==> src/rtl/mbc_counter.sv <==
module mbc_counter #(
  parameter int AW = 8
) (
  input  logic          clk,
  input  logic          rst_n,
  input  logic [AW-1:0] addr_in,
  input  logic          load,
  input  logic          rtx,
  input  logic          inc,
  input  logic          mask_ld,
  input  logic          irq_clr,
  input  logic          rd_mask,
  output logic [AW-1:0] addr_out,
  output logic          wrap_irq
);

  logic [AW-1:0] cnt, start, mask;
  logic [AW-1:0] mask_new, cnt_step;
  logic          at_top;

  always_comb begin
    mask_new[0] = addr_in[0];
    for (int i = 1; i < AW; i++)
      mask_new[i] = mask_new[i-1] & addr_in[i];
  end

  assign at_top   = (cnt & mask) == mask;
  assign cnt_step = (cnt & ~mask) | ((cnt + 1'b1) & mask);
  assign addr_out = rd_mask ? mask : cnt;

  always_ff @(posedge clk or negedge rst_n) begin
    if (!rst_n) begin
      cnt   <= '0;
      start <= '0;
    end else if (load) begin
      cnt   <= addr_in;
      start <= addr_in;
    end else if (rtx) begin
      cnt   <= start;
    end else if (inc) begin
      cnt   <= cnt_step;
    end
  end

  always_ff @(posedge clk or negedge rst_n) begin
    if (!rst_n)       mask <= '1;
    else if (mask_ld) mask <= mask_new;
  end

  always_ff @(posedge clk or negedge rst_n) begin
    if (!rst_n)                           wrap_irq <= 1'b0;
    else if (load)                        wrap_irq <= 1'b0;
    else if (!rtx && inc && at_top)       wrap_irq <= 1'b1;
    else if (irq_clr)                     wrap_irq <= 1'b0;
  end

endmodule

==> config.mk <==
export PLATFORM = sky130hd
export DESIGN_NAME = mbc_counter
export DESIGN_NICKNAME = d
export VERILOG_FILES = /design/src/rtl/mbc_counter.sv
export SDC_FILE = /design/constraint.sdc
export NUM_CORES = 1
export LEC_CHECK = 0
export BUFFER_PORTS_ARGS = -buffer_cell sky130_fd_sc_hd__clkbuf_2
export CAP_MARGIN = 20
export CELL_PAD_IN_SITES_DETAIL_PLACEMENT = 1
export CELL_PAD_IN_SITES_GLOBAL_PLACEMENT = 1
export CORE_ASPECT_RATIO = 2
export CORE_MARGIN = 1.5
export CORE_UTILIZATION = 44
export CTS_CLUSTER_SIZE = 25
export DETAILED_ROUTE_END_ITERATION = 12
export PLACE_DENSITY_LB_ADDON = 0.1
export SLEW_MARGIN = 0
export SYNTH_ARGS = -nofsm -noshare
export SYNTH_HDL_FRONTEND = slang
export SYNTH_SLANG_ARGS = --single-unit
==> constraint.sdc <==
create_clock -name clk -period 3.21 [get_ports clk]
set_input_delay 0.642 -clock clk [delete_from_list [all_inputs] [get_ports clk]]
set_output_delay 0.642 -clock clk [all_outputs]
set_load 0.05 [all_outputs]
==> flow_summary.html <==
<table>
<tr><th>Metric</th><th>Value</th></tr>
<tr><th colspan="2">Global route</th></tr>
<tr><td>Number of antenna violations at the first check in global routing</td><td>0</td></tr>
<tr><td>Global-route usage over all layers</td><td>~24%</td></tr>
<tr><td>Pin count of the biggest net entering global routing</td><td>26</td></tr>
<tr><td>First-pass GRT wire length</td><td>~5300 um</td></tr>
<tr><td>Global-route congestion overflow total</td><td>0</td></tr>
<tr><td>Number of global-route vias before repair</td><td>approximately 1100</td></tr>
<tr><th colspan="2">Synthesis</th></tr>
<tr><td>Most frequently used cell type in the post-synthesis netlist</td><td>dfrtp_1</td></tr>
<tr><td>Post-Synthesis Mean Instance Area</td><td>slightly above 10 um^2</td></tr>
<tr><td>Post-synthesis cell type count</td><td>29</td></tr>
<tr><td>Most used standard cells in the synthesized netlist</td><td>dfrtp_1, inv_1, mux2_2</td></tr>
<tr><td>Async set-or-reset flop fraction in the synthesized netlist</td><td>between 90% and 100%</td></tr>
<tr><td>Synth top area cells</td><td>dfrtp_1, dfstp_2, mux2_2</td></tr>
<tr><td>Mapped Area</td><td>~0.0013 mm^2</td></tr>
<tr><td>Post-Synthesis Net Count</td><td>144</td></tr>
<tr><td>Number of flops mapped to enable cells by yosys</td><td>0</td></tr>
<tr><td>Top-area cell type share of the netlist area</td><td>33.0%</td></tr>
<tr><td>Ys flop type</td><td>dfrtp_1</td></tr>
<tr><td>Number of flip-flops and latches in the synthesized netlist</td><td>25</td></tr>
<tr><td>Share of the yosys chip area belonging to registers</td><td>49.4%</td></tr>
<tr><td>Synthesized netlist cell count</td><td>~130</td></tr>
<tr><td>Count of yosys warnings during synthesis</td><td>0</td></tr>
<tr><td>Biggest area consumer among synthesized cells</td><td>dfrtp_1</td></tr>
<tr><th colspan="2">STA</th></tr>
<tr><td>Slew of the pin with the lowest slew margin</td><td>around 0.62 ns</td></tr>
<tr><td>Final max-slew violation count</td><td>0</td></tr>
<tr><td>Relative slew margins</td><td>58.4%</td></tr>
<tr><td>Final worst path period need</td><td>roughly 2.1 ns</td></tr>
<tr><td>Final count of hold timing violations</td><td>0</td></tr>
<tr><td>Largest clock skew in the final design</td><td>0.00261 ns</td></tr>
<tr><td>Max Clk Rate</td><td>0.466 GHz</td></tr>
<tr><td>Final setup violation count</td><td>0</td></tr>
<tr><td>Sum of negative setup slack</td><td>0 ns</td></tr>
<tr><td>Period Utilization, post-route</td><td>between 60% and 70%</td></tr>
<tr><td>RSZ-0062 raised after global routing</td><td>no</td></tr>
<tr><th colspan="2">Worst setup path</th></tr>
<tr><td>Reg2reg end</td><td>wrap_irq$_DFFE_PN0P_</td></tr>
<tr><td>First element of the critical path</td><td>rd_mask</td></tr>
<tr><td>Kind of end point of the critical path</td><td>output pin</td></tr>
<tr><td>Register-to-register path setup slack</td><td>1.82 ns</td></tr>
<tr><td>Largest delay contributor family on the critical path</td><td>buffers and inverters</td></tr>
<tr><td>Crit path DAT</td><td>1.50 ns</td></tr>
<tr><td>Category of the most critical setup path</td><td>input port to output pin</td></tr>
<tr><td>Worst R2R Path Depth</td><td>6</td></tr>
<tr><td>Critical Path Max Stage Delay</td><td>~0.37 ns</td></tr>
<tr><td>Most frequent CP cell</td><td>clkbuf_2</td></tr>
<tr><td>Nature of the critical path startpoint</td><td>input port</td></tr>
<tr><td>Critical-path cell with the highest stage delay</td><td>mux2_2</td></tr>
<tr><td>Depth of the critical timing path with buffers and inverters included</td><td>3</td></tr>
<tr><td>Worst path cell trace</td><td>clkbuf_2, mux2_2, clkbuf_2</td></tr>
<tr><td>Critical path data required time</td><td>around 2.6 ns</td></tr>
<tr><td>CP Max Fanout</td><td>11</td></tr>
<tr><td>CP Buf/Inv Count</td><td>2</td></tr>
<tr><td>Reg-to-reg startpoint</td><td>cnt[0]$_DFFE_PN0P_</td></tr>
<tr><td>Setup crit end</td><td>addr_out[7]</td></tr>
<tr><th colspan="2">Cells and area</th></tr>
<tr><td>Number of fill cells</td><td>approximately 320</td></tr>
<tr><td>Number of inserted diodes</td><td>0</td></tr>
<tr><td>FF/Latch Area</td><td>about 640 um^2</td></tr>
<tr><td>Synthesis-to-finish area growth</td><td>14.0%</td></tr>
<tr><td>Fraction of layout cells with a size suffix above 1</td><td>between 30% and 40%</td></tr>
<tr><td>Layout Nets</td><td>roughly 170</td></tr>
<tr><td>Area of the multi-input gates</td><td>roughly 570 um^2</td></tr>
<tr><th colspan="2">Routing</th></tr>
<tr><td>Routed Antenna Nets</td><td>0</td></tr>
<tr><td>Vias after detailed routing</td><td>1005</td></tr>
<tr><td>Mean routed wirelength per cell</td><td>17.5 um</td></tr>
<tr><td>Total wire length</td><td>between 3000 and 4000 um</td></tr>
<tr><td>Via-to-Cell Ratio</td><td>approximately 5.6</td></tr>
<tr><td>Number of iterations in the first detailed-routing pass</td><td>4</td></tr>
<tr><td>Iteration-0 DRC Markers</td><td>15</td></tr>
<tr><td>Total DRC errors in the routed layout</td><td>0</td></tr>
<tr><th colspan="2">Hold path</th></tr>
<tr><td>Class of the tightest hold or removal check</td><td>input port to async pin</td></tr>
<tr><th colspan="2">Power</th></tr>
<tr><td>Lkg Pwr</td><td>about 0.66 nW</td></tr>
<tr><td>Post-layout total power</td><td>approximately 0.72 mW</td></tr>
<tr><td>Max IR drop VDD</td><td>between 300 and 400 uV</td></tr>
<tr><td>Power per cell area</td><td>approximately 490 mW/mm^2</td></tr>
<tr><th colspan="2">Floorplan</th></tr>
<tr><td>Initial Util</td><td>~46%</td></tr>
<tr><td>Die W</td><td>between 40 and 50 um</td></tr>
<tr><td>Die area</td><td>~0.0033 mm^2</td></tr>
<tr><td>Placeable core area</td><td>around 0.0028 mm^2</td></tr>
<tr><td>Die extent in y</td><td>79.5 um</td></tr>
<tr><td>Rows</td><td>27</td></tr>
<tr><td>Boundary Pins</td><td>25</td></tr>
<tr><th colspan="2">Clock tree</th></tr>
<tr><td>Post-CTS setup-driven buffer insertion count</td><td>0</td></tr>
<tr><td>Number of gates resized after cts</td><td>0</td></tr>
<tr><td># H-tree levels</td><td>1</td></tr>
<tr><td>Clock root buffer</td><td>clkbuf_8</td></tr>
<tr><td>Number of buffers inserted by hold repair at cts</td><td>0</td></tr>
<tr><td>Clock transition at the registers of the reported paths</td><td>0.09 ns</td></tr>
<tr><td>TritonCTS sink count</td><td>25</td></tr>
<tr><td>Number of CTS-inserted buffers</td><td>3</td></tr>
<tr><td>Deepest clock path buffer count</td><td>2</td></tr>
<tr><td>Worst skew pair latency</td><td>about 0.28 ns</td></tr>
<tr><td>CTS tree</td><td>done</td></tr>
<tr><th colspan="2">Placement</th></tr>
<tr><td>GP Congestion</td><td>0.697</td></tr>
<tr><td>Buffers added on ports</td><td>24</td></tr>
<tr><td>DPL Wire Length</td><td>around 2400 um</td></tr>
<tr><th colspan="2">Outcome</th></tr>
<tr><td>Run status</td><td>finished clean</td></tr>
<tr><th colspan="2">Job</th></tr>
<tr><td>Max cap viols</td><td>0</td></tr>
</table>
-- cell families after synthesis --
group	Yosys count	share of synthesized area, %
xor+xnor	6	4.08
compound gates	28	12.4
fa+ha+maj	2	1.94
buf+inv	18	6.02
simple gates	32	13.2
mux	15	12.9
flops	25	49.4
-- cells in the final DEF, fill, tap and decap left out, drive strengths merged, types with 2 or more instances in the layout --
cell    netlist  layout
clkbuf        1      28
dfrtp        17      17
inv          13      13
mux2         13      13
o21ai        12      12
nor2          8       8
dfstp         8       8
nand3         8       8
a21oi         7       7
nand2         6       6
xnor2         5       5
o22ai         4       4
and3          4       4
nor3          3       3
nand4         2       2
mux2i         2       2
ha            2       2
-- report_power, final --
part / internal, mW / total, mW / switching, mW
logic: 0.0551 / 0.160 / 0.105
clock network: 0.0893 / 0.193 / 0.104
registers: 0.345 / 0.368 / 0.0236
-- worst min path at each step --
| stage | end | slack, ns | depth (start not counted) |
|---|---|---|---|
| 2_1_floorplan | async pin | 0.35 | 0 |
| 3_5_place_dp | start[4]$_DFFE_PN0P_ | 0.49 | 1 |
| 6_report | async pin | 0.36 | 1 |
| 5_1_grt | async pin | 0.42 | 1 |
| 4_1_cts | async pin | 0.39 | 1 |
| 3_3_place_gp | start[7]$_DFFE_PN0P_ | 0.48 | 1 |
-- routing by layer --
metal | wire length (um) | vias up | GRT usage (%)
met2 | 1730 | 21 | 39.8
met4 | 74 | 0 | 10.6
li1 | - | 485 | -
met1 | 1230 | 494 | 28.8
met5 | 0 | - | 0
met3 | 100 | 5 | 3.34
-- cell type report --
type	instances	area share (%)
multi-input cells	83	39.1
well taps	29	2.47
clock buffers	4	3.07
flip-flops and latches	25	43.3
inverters	13	3.32
repair buffers	25	8.70
-- per-stage QoR --
| step | util, % | cells | hold slack (ns) | worst slack, ns | cell area, um^2 |
|---|---|---|---|---|---|
| 3_3_place_gp | 51.4 | 175 | 0.482 | 1.08 | 1420 |
| 4_1_cts | 53.0 | 179 | 0.390 | 1.05 | 1470 |
| 6_report | 53.0 | 179 | 0.359 | 1.06 | 1470 |
| 5_1_grt | 53.0 | 179 | 0.423 | 1.02 | 1470 |
| 2_1_floorplan | - | 126 | 0.346 | 0.672 | 1290 |
| 3_5_place_dp | 51.4 | 175 | 0.490 | 1.06 | 1420 |
No activity file was read; power rests on OpenSTA's default activity.
